$ cat config.mk
export PLATFORM = sky130hd
export DESIGN_NAME = mulRadix4
export DESIGN_NICKNAME = d
export VERILOG_FILES = /design/src/rtl/mulPkg.sv /design/src/rtl/mulDatapath.sv /design/src/rtl/mulControl.sv /design/src/rtl/mulRadix4.sv
export SDC_FILE = /design/constraint.sdc
export NUM_CORES = 1
export LEC_CHECK = 0
export ABC_AREA = 0
export ABC_CLOCK_PERIOD_IN_PS = 6100
export CORE_ASPECT_RATIO = 1.75
export CORE_MARGIN = 2
export CORE_UTILIZATION = 50
export DETAILED_ROUTE_END_ITERATION = 8
export GPL_ROUTABILITY_DRIVEN = 0
export GPL_TIMING_DRIVEN = 0
export PLACE_DENSITY = 0.76
export RECOVER_POWER = 50
export SLEW_MARGIN = 25
export SYNTH_ARGS = -nofsm -noshare
export SYNTH_HDL_FRONTEND = slang
export SYNTH_SLANG_ARGS = --single-unit
export TNS_END_PERCENT = 100
$ cat constraint.sdc
create_clock -name clk -period 6.1 [get_ports clk]
set_input_delay 1.22 -clock clk [delete_from_list [all_inputs] [get_ports clk]]
set_output_delay 1.22 -clock clk [all_outputs]
set_load 0.01 [all_outputs]
$ cat src/rtl/mulPkg.sv
package mulPkg;

  // Strobes from the sequencer to the datapath.
  typedef struct packed {
    logic load;
    logic step;
  } mulCtrlT;

  // Radix-4 Booth digit selections.
  typedef enum logic [2:0] {
    DIG_ZERO = 3'd0,
    DIG_P1   = 3'd1,
    DIG_P2   = 3'd2,
    DIG_M1   = 3'd3,
    DIG_M2   = 3'd4
  } boothDigT;

  typedef enum logic {
    ST_IDLE = 1'b0,
    ST_RUN  = 1'b1
  } mulStateT;

  // Decode one overlapping triplet {hi, lo, previous} into a digit.
  function automatic boothDigT decodeTriplet(input logic [2:0] trip);
    boothDigT d;
    case (trip)
      3'b001, 3'b010: d = DIG_P1;
      3'b011:         d = DIG_P2;
      3'b100:         d = DIG_M2;
      3'b101, 3'b110: d = DIG_M1;
      default:        d = DIG_ZERO;
    endcase
    return d;
  endfunction

endpackage

$ cat src/rtl/mulDatapath.sv
module mulDatapath
  import mulPkg::*;
#(
  parameter int DATA_W = 64,
  parameter int HALF_W = 32
) (
  input  logic              clk,
  input  logic              rstN,
  input  mulCtrlT           ctrl,
  input  logic [DATA_W-1:0] opA,
  input  logic [DATA_W-1:0] opB,
  input  logic              isSigned,
  input  logic              wideMode,
  output logic [DATA_W-1:0] accOut,
  output logic              lastStep
);

  localparam int SCAN_W     = DATA_W + 2;
  localparam int WIDE_CAP   = DATA_W / 2;
  localparam int NARROW_CAP = HALF_W / 2 + 1;
  localparam int CNT_W      = $clog2(WIDE_CAP + 1);
  localparam int EXT_W      = SCAN_W - HALF_W;
  localparam int MEXT_W     = DATA_W - HALF_W;

  logic [DATA_W-1:0] accQ, mcandQ;
  logic [SCAN_W-1:0] scanQ;
  logic              prevQ;
  logic [CNT_W-1:0]  iterCnt, capM1Q;

  // Operand extension at load time.
  logic              aFill, bFill, wideFill;
  logic [SCAN_W-1:0] scanInit;
  logic [DATA_W-1:0] mcandInit;

  always_comb begin
    aFill    = isSigned & opA[HALF_W-1];
    bFill    = isSigned & opB[HALF_W-1];
    wideFill = isSigned & opA[DATA_W-1];
    if (wideMode) begin
      scanInit  = {{2{wideFill}}, opA};
      mcandInit = opB;
    end else begin
      scanInit  = {{EXT_W{aFill}}, opA[HALF_W-1:0]};
      mcandInit = {{MEXT_W{bFill}}, opB[HALF_W-1:0]};
    end
  end

  // One Booth step: choose a partial product and add it.
  boothDigT          digit;
  logic [DATA_W-1:0] partial, accNext;
  logic [SCAN_W-1:0] scanNext;
  logic              prevNext;

  always_comb begin
    digit = decodeTriplet({scanQ[1], scanQ[0], prevQ});
    case (digit)
      DIG_P1:  partial = mcandQ;
      DIG_P2:  partial = mcandQ << 1;
      DIG_M1:  partial = -mcandQ;
      DIG_M2:  partial = -(mcandQ << 1);
      default: partial = '0;
    endcase
    accNext  = accQ + partial;
    scanNext = {{2{scanQ[SCAN_W-1]}}, scanQ[SCAN_W-1:2]};
    prevNext = scanQ[1];
  end

  // Exit test: every unscanned bit matches the last retired bit.
  logic [SCAN_W-1:0] matchVec;
  genvar g;
  generate
    for (g = 0; g < SCAN_W; g++) begin : gMatch
      assign matchVec[g] = (scanNext[g] == prevNext);
    end
  endgenerate

  logic allMatch, capHit;
  assign allMatch = &matchVec;
  assign capHit   = (iterCnt == capM1Q);
  assign lastStep = allMatch | capHit;

  always_ff @(posedge clk or negedge rstN) begin
    if (!rstN) begin
      accQ    <= '0;
      mcandQ  <= '0;
      scanQ   <= '0;
      prevQ   <= 1'b0;
      iterCnt <= '0;
      capM1Q  <= '0;
    end else if (ctrl.load) begin
      accQ    <= '0;
      mcandQ  <= mcandInit;
      scanQ   <= scanInit;
      prevQ   <= 1'b0;
      iterCnt <= '0;
      capM1Q  <= wideMode ? CNT_W'(WIDE_CAP - 1) : CNT_W'(NARROW_CAP - 1);
    end else if (ctrl.step) begin
      accQ    <= accNext;
      mcandQ  <= mcandQ << 2;
      scanQ   <= scanNext;
      prevQ   <= prevNext;
      iterCnt <= iterCnt + 1'b1;
    end
  end

  assign accOut = accQ;

  // the step counter never passes the mode's cap.
  p_iter_cap_r6: assert property (@(posedge clk) disable iff (!rstN)
    ctrl.step |-> (iterCnt <= capM1Q));

  // each step shifts the multiplicand by exactly two bit positions.
  p_two_bits_r4: assert property (@(posedge clk) disable iff (!rstN)
    ctrl.step && !ctrl.load |=> (mcandQ == ($past(mcandQ) << 2)));

  // registers are frozen whenever no strobe is asserted.
  p_hold_acc_r9: assert property (@(posedge clk) disable iff (!rstN)
    !ctrl.load && !ctrl.step |=> $stable(accQ));

endmodule

$ cat src/rtl/mulControl.sv
module mulControl
  import mulPkg::*;
(
  input  logic    clk,
  input  logic    rstN,
  input  logic    startIn,
  input  logic    lastStep,
  output mulCtrlT ctrl,
  output logic    busy,
  output logic    done
);

  mulStateT stateQ;

  assign busy      = (stateQ == ST_RUN);
  assign ctrl.load = startIn & ~busy;
  assign ctrl.step = busy;

  always_ff @(posedge clk or negedge rstN) begin
    if (!rstN) begin
      stateQ <= ST_IDLE;
      done   <= 1'b0;
    end else begin
      done <= busy & lastStep;
      case (stateQ)
        ST_IDLE: if (startIn) stateQ <= ST_RUN;
        ST_RUN:  if (lastStep) stateQ <= ST_IDLE;
        default: stateQ <= ST_IDLE;
      endcase
    end
  end

  // done lasts a single cycle.
  p_done_pulse_r8: assert property (@(posedge clk) disable iff (!rstN)
    done |=> !done);

  // done coincides with the idle state.
  p_done_idle_r8: assert property (@(posedge clk) disable iff (!rstN)
    done |-> !busy);

  // every end of a run raises done.
  p_fall_done_r8: assert property (@(posedge clk) disable iff (!rstN)
    $fell(busy) |-> done);

  // an accepted start raises busy on the next cycle.
  p_start_busy_r12: assert property (@(posedge clk) disable iff (!rstN)
    !busy && startIn |=> busy);

  // a start during a run does not cut it short.
  p_ignore_start_r7: assert property (@(posedge clk) disable iff (!rstN)
    busy && startIn && !lastStep |=> busy);

endmodule

$ cat src/rtl/mulRadix4.sv
module mulRadix4
  import mulPkg::*;
#(
  parameter int DATA_W = 64,
  parameter int HALF_W = 32
) (
  input  logic              clk,
  input  logic              rstN,
  input  logic              startIn,
  input  logic [DATA_W-1:0] opA,
  input  logic [DATA_W-1:0] opB,
  input  logic              isSigned,
  input  logic              wideMode,
  output logic [DATA_W-1:0] product,
  output logic              busy,
  output logic              done,
  output logic              flagNeg,
  output logic              flagZero
);

  mulCtrlT ctrl;
  logic    lastStep;

  mulControl uCtrl (
    .clk      (clk),
    .rstN     (rstN),
    .startIn  (startIn),
    .lastStep (lastStep),
    .ctrl     (ctrl),
    .busy     (busy),
    .done     (done)
  );

  mulDatapath #(.DATA_W(DATA_W), .HALF_W(HALF_W)) uData (
    .clk      (clk),
    .rstN     (rstN),
    .ctrl     (ctrl),
    .opA      (opA),
    .opB      (opB),
    .isSigned (isSigned),
    .wideMode (wideMode),
    .accOut   (product),
    .lastStep (lastStep)
  );

  assign flagNeg  = product[DATA_W-1];
  assign flagZero = (product == '0);

  // the result and flags hold while idle without a start.
  p_hold_result_r9: assert property (@(posedge clk) disable iff (!rstN)
    !busy && !startIn |=> $stable(product) && $stable(flagNeg) && $stable(flagZero));

  // the result is cleared while an operation is loading.
  p_load_clear_r12: assert property (@(posedge clk) disable iff (!rstN)
    !busy && startIn |=> (product == '0) || busy);

endmodule

# After elaboration in Yosys (flattened, before gate mapping)
# Index checks and enable logic that the tools add are counted.
dict set report totals {
  mem_bits_ro 0
  in_bits 133
  word_cells 118
  regBits 209
  latch_bits 0
  ram_bits 0
  memories 0
}
dict set report op_classes {
  multipliers 0
  n_lt_le_gt_ge 0
  n_addsub 4
  n_eq_ne 75
  n_div 0
  n_shift 0
  n_reduce_logical 5
  muxes 18
  n_bitwise 7
}
# cell n
set op_table {}
lappend op_table {{$mux 64} 5}
lappend op_table {{$pmux 64 s4} 1}
lappend op_table {{$mux 66} 2}
lappend op_table {{$neg 64->64} 2}
lappend op_table {{$mux 65} 1}
lappend op_table {{$add 64x64->64} 1}
lappend op_table {{$eq 1x1->1} 64}
lappend op_table {{$logic_not 64->1} 1}
lappend op_table {{$reduce_and 64->1} 1}
lappend op_table {{$eq 3x2->1 const B} 4}
lappend op_table {{$eq 3x3->1 const B} 4}
lappend op_table {{$mux 6} 2}
lappend op_table {{$pmux 3 s4} 1}
lappend op_table {{$add 6x1->6 const B} 1}
lappend op_table {{$eq 3x1->1 const B} 2}
lappend op_table {{$eq 6x6->1} 1}
lappend op_table {{$and 1x1->1} 5}
lappend op_table {{$mux 1} 4}
lappend op_table {{$mux 4} 1}
lappend op_table {{$reduce_or 2->1} 2}
lappend op_table {{$pmux 1 s2} 1}
lappend op_table {{$reduce_bool 2->1} 1}
lappend op_table {{$not 1->1} 1}
lappend op_table {{$or 1x1->1} 1}

# Depth between registers and ports, before layout
dict set report logic_depth {
  ltp_word 8
  ltp_mapped 22
  ltp_nobuf 21
}

# By module
# Synthesis repeated with hierarchy kept, for this count alone.
dict set report unflattened {
  hier_cells 2063
  hier_area_um2 16484.6
}
# mod cells_per_inst area_each_um2 n_inst seq_area_each_um2
set modules_own_cells {}
lappend modules_own_cells {mulDatapath 2034 16248.1 1 5079.9}
lappend modules_own_cells {mulRadix4 22 151.4 1 0.0}
lappend modules_own_cells {mulControl 7 85.1 1 50.0}

# Worst setup path after synthesis
# Ideal clock, no wire load.
dict set report synth_path {
  path_kind {register to register}
  startpoint {reg uData.mcandQ[12]}
  endpoint {reg uData.accQ[59], in the netlist uData.accOut[59]}
  path_stages_with_launch 22
  period_less_slack_ps 5103
  setup_time_ps 122
  arrival_time_ps 4982
  path_slack_ps 997
  cell_sequence {dfrtp_1 buf_6 or4_4 nor2_4 nand4_4 or4_1 or3_1 xor2_1 o21ai_1 a2bb2oi_1 a21oi_1 ha_1 clkbuf_1 a21oi_1 o21ai_0 a2111oi_0 nor3_1 a221o_1 o21ai_1 a211oi_1 or3_1 a32o_1}
}
dict set report synth_via {
  elab_chain_cells 5
}
# item line_no
set synth_rtl {}
lappend synth_rtl {{from (decl)} mulDatapath.sv:25} ;# logic [DATA_W-1:0] accQ, mcandQ;
lappend synth_rtl {{from (signal assigned)} mulDatapath.sv:92} ;# mcandQ <= mcandInit;
lappend synth_rtl {{from (signal assigned)} mulDatapath.sv:99} ;# mcandQ <= mcandQ << 2;
lappend synth_rtl {{$neg 64->64, on equally long branches} {mulDatapath.sv:59, mulDatapath.sv:60}}
lappend synth_rtl {{$pmux 64 s4 *} mulDatapath.sv:56} ;# case (digit)
lappend synth_rtl {{$add 64x64->64 *} mulDatapath.sv:63} ;# accNext = accQ + partial;
lappend synth_rtl {{$mux 64 *} mulDatapath.sv:97} ;# end else if (ctrl.step) begin
lappend synth_rtl {{$mux 64 *} mulDatapath.sv:90} ;# end else if (ctrl.load) begin
lappend synth_rtl {{to (signal assigned)} mulDatapath.sv:98} ;# accQ <= accNext;
lappend synth_rtl {{to (decl)} mulDatapath.sv:25}
# Every way passes the cells marked *; elsewhere a longest branch is shown, timed or not. The select of a mux whose other input is x is not followed.
# A chain may end at the register's enable or synchronous reset.

# Final worst setup path
dict set report layout_path {
  startpoint {reg uData.prevQ}
  endpoint {reg uData.accQ[61], in the netlist uData.accOut[61]}
}
dict set report layout_via {
  elab_chain_cells 8
}
# item line_no
set layout_rtl {}
lappend layout_rtl {{from (decl)} mulDatapath.sv:27} ;# logic prevQ;
lappend layout_rtl {{from (signal assigned)} mulDatapath.sv:101} ;# prevQ <= prevNext;
lappend layout_rtl {{$eq 3x3->1 (tied with other cells)} mulPkg.sv:26} ;# case (trip)
lappend layout_rtl {{$reduce_or 2->1} mulPkg.sv:26}
lappend layout_rtl {{$pmux 3 s4 *} mulPkg.sv:26}
lappend layout_rtl {{$eq 3x3->1 (tied with other cells)} mulDatapath.sv:56}
lappend layout_rtl {{$pmux 64 s4 *} mulDatapath.sv:56}
lappend layout_rtl {{$add 64x64->64 *} mulDatapath.sv:63}
lappend layout_rtl {{$mux 64 *} mulDatapath.sv:97}
lappend layout_rtl {{$mux 64 *} mulDatapath.sv:90}
# Marks and branches as above.

==> metrics.md <==
| Metric | Value |
|---|---|
| Crit path max fanout | 10 |
| Num rows | 89 |
| Mapped cell area | 16,900 sq um |
| Clk root buf | clkbuf_16 |
| Share of post-route cells with drive strength above 1 | 0.0437 |
| Synth Area in XOR/XNOR | 0.0662 |
| Initial antenna violation count | 0 |
| Via count | 19,100 |
| Num CTS Buffers | 21 |
| Crit Path Category | reg2reg |
| RSZ-0062 raised after global routing | yes |
| First-pass GRT wire length | 102 mm |
| Clock transition at the registers of the reported paths | 70 ps |
| Final instance area | 20,400 sq um |
| Yosys top cell by area | dfrtp_1 |
| Placed cell count | 2,870 |
| DIE WIDTH | 143 um |
| Num ports | 201 |
| Final Non-Filler Cells | 2,906 |
| Clock skew | 12.9 ps |
| Asr flop ratio synth | 1.00 |
| Via density | 6.56 |
| Synth Warn # | 0 |
| Routed wire length | 66.0 mm |
| Total die area | 35,400 sq um |
| Main combinational cell family by area after synthesis | compound AO/OA/AOI/OAI gates |
| Initial Util | 0.506 |
| Critical path arrival | 6510 ps |
| Num Clock Sinks | 205 |
| Worst hold path class | reg2reg |
| Adder-cell share of the synthesized area | 0.0492 |
| Final #Nets | 2,640 |
| Post-synthesis cell type count | 78 |
| Largest net degree at the start of global routing | 89 |
| Detail Route Antenna Nets | 0 |
| # port buffers | 200 |
| Drc violations | 0 |
| Final worst-path cycle share | 0.994 |
| Share of the synthesized area in the top cell type | 0.303 |
| Count of inserted antenna diode cells | 0 |
| DR WL/cell | 22.7 um |
| Placed cell area | 19,600 sq um |
| Worst setup margin | 38.5 ps |
| Setup crit start kind | flop |
| Violated checks | capacitance limit, slew limit |
| Syn Nets | 2,412 |
| Hold Buf Count CTS | 0 |
| Worst Hold Slack | 495 ps |
| Drt first pass iters | 8 |
| Mux share of post-synthesis cell area | 0.0408 |
| Vias in the first global route | 18,700 |
| DRT iter0 DRCs | 1,787 |
| Syn Inst Count | 2,213 |
| Clk_lat worst skew | 540 ps |
| Grt total ovfl | 0 |
| Mean Syn Cell Area | 7.66 sq um |
| Post-synthesis sequential area ratio | 0.303 |
| Slew headroom | -0.489 |
| Most frequent cells in the layout | nand2_1, o21ai_0, dfrtp_1, clkdlybuf4s50_1, clkbuf_1 |
| Max-cap viol count | 2 |
| Post-synth EDFFs | 0 |
| H-tree Lvls | 1 |
| TritonCTS clock tree | built |
| Worst hold stages | 1 |
| Max Clk Rate | 165 MHz |
| Post-synth top flop | dfrtp_1 |
| Worst-margin pin slew | 2230 ps |
| Die height | 248 um |
| CP endpoint kind | flop |
| # fillers | 3,013 |
| Reg2Reg Depth | 17 |
| Layout area overhead | 20.4% |
| Overall Global Routing Usage | 0.371 |
| Final min period | 6060 ps |
| DP HPWL | 49.9 mm |
| # setup viols final | 0 |
| Synth area leaders | dfrtp_1, nand2_1, o21ai_0, ha_1, mux2i_1 |
| Clock Tree Buf Depth | 3 |
| Pre-CTS setup slack | -162 ps |
| Synthesized flop and latch total | 205 |
| Fin. max-slew vios | 120 |
| CP required | 6550 ps |
| Fraction of the mapped netlist area in simple logic gates | 0.237 |
| CORE AREA | 33,500 sq um |
| Status | finished with violations |
| Commonest non-fill, non-tap cell in the layout | nand2_1 |
| Final hold violations | 0 |
| Compound-cell area share of the yosys netlist | 0.251 |
[cell usage after synthesis, types with 30 or more instances]
cell type,instances
nand4_1,44
o21ai_0,223
nand3_1,68
inv_1,35
nand2_1,332
nor4_1,40
a21oi_1,127
a31oi_1,71
dfrtp_1,205
o211ai_1,47
ha_1,65
a22oi_1,33
mux2i_1,69
or3_1,30
xnor2_1,67
clkbuf_1,165
nor3_1,60
xor2_1,61
nor2b_1,46
nor2_1,141
[final cells by class]
cell class              count  area (sq um)  area share
plain buffers             192           793      0.0389
clock buffers              28           592      0.0290
clock inverters             5          52.6     0.00258
inverters                  36           135     0.00662
multi-input cells        1778         11100       0.542
flip-flops and latches    205          5130       0.252
well taps                 455           569      0.0279
repair buffers            207          2070       0.101
[flip-flops by register name, summed over array words and instances, names as in the netlist]
name	cells
uData.mcandQ	64
uData.iterCnt	6
uData.accOut	64
uData.capM1Q	2
uData.prevQ	1
uData.scanQ	66
uCtrl.busy	1
uCtrl.done	1
[stage by stage]
stage / TNS (ps) / util
after floorplan: 0 / -
after global placement: -993260 / 0.582
after detailed placement: -382 / 0.584
after CTS: 0 / 0.604
after global routing: -86.2 / 0.609
final: 0 / 0.609
[critical path, cell delays in order, from the launching register on]
cell and delay (ps):
dfrtp_1 390, clkbuf_2 260, nand2b_1 330, nand2_1 140, clkbuf_1 530, clkdlybuf4s15_1 690
a32oi_1 140, a21oi_1 300, ha_1 230, o21ai_0 130, o21ai_0 430, a41oi_1 330
nor3_1 610, o211ai_1 270, o211ai_1 290, a21boi_1 290, or4_1 460, nand3_1 150
[per-layer routing]
metal / global-route usage / share of wire
met1: 0.402 / 0.33
met2: 0.625 / 0.47
met3: 0.0671 / 0.089
met4: 0.308 / 0.10
met5: 0 / 0
[logic make-up (layout without fill, tap and decap cells)]
kind of cell,count (synthesis),count (layout)
simple gates,837,837
xor+xnor,128,128
mux,69,69
compound gates,678,678
fa+ha+maj,66,66
buf+inv,230,468
flops,205,205
[path summary, 6_finish.rpt]
| check | slack (ps) | endpoint | startpoint |
|---|---|---|---|
| setup / recovery | 40 | uData.accOut[61] | uData.prevQ |
| hold / removal | 500 | uData.capM1Q[4] | uData.capM1Q[4] |
| setup reg to reg | 40 | uData.accOut[61] | uData.prevQ |
| hold reg to reg | 500 | uData.capM1Q[4] | uData.capM1Q[4] |
| max in group asynchronous | 1700 | uData.mcandQ[15] | rstN |
| min in group asynchronous | 1340 | uData.scanQ[39] | rstN |
[repair_timing]
| action | 4_1_cts | 5_1_grt |
|---|---|---|
| pin swaps | 0 | 4 |
| setup endpoints to repair | 5 | 29 |
| resized for setup | 5 | 52 |
| gates cloned | 0 | 0 |
| buffers inserted | 0 | 5 |
Power is left out: the tool's default activity adds up to more than one toggle a clock period on the data nets, which glitch-free logic cannot reach.
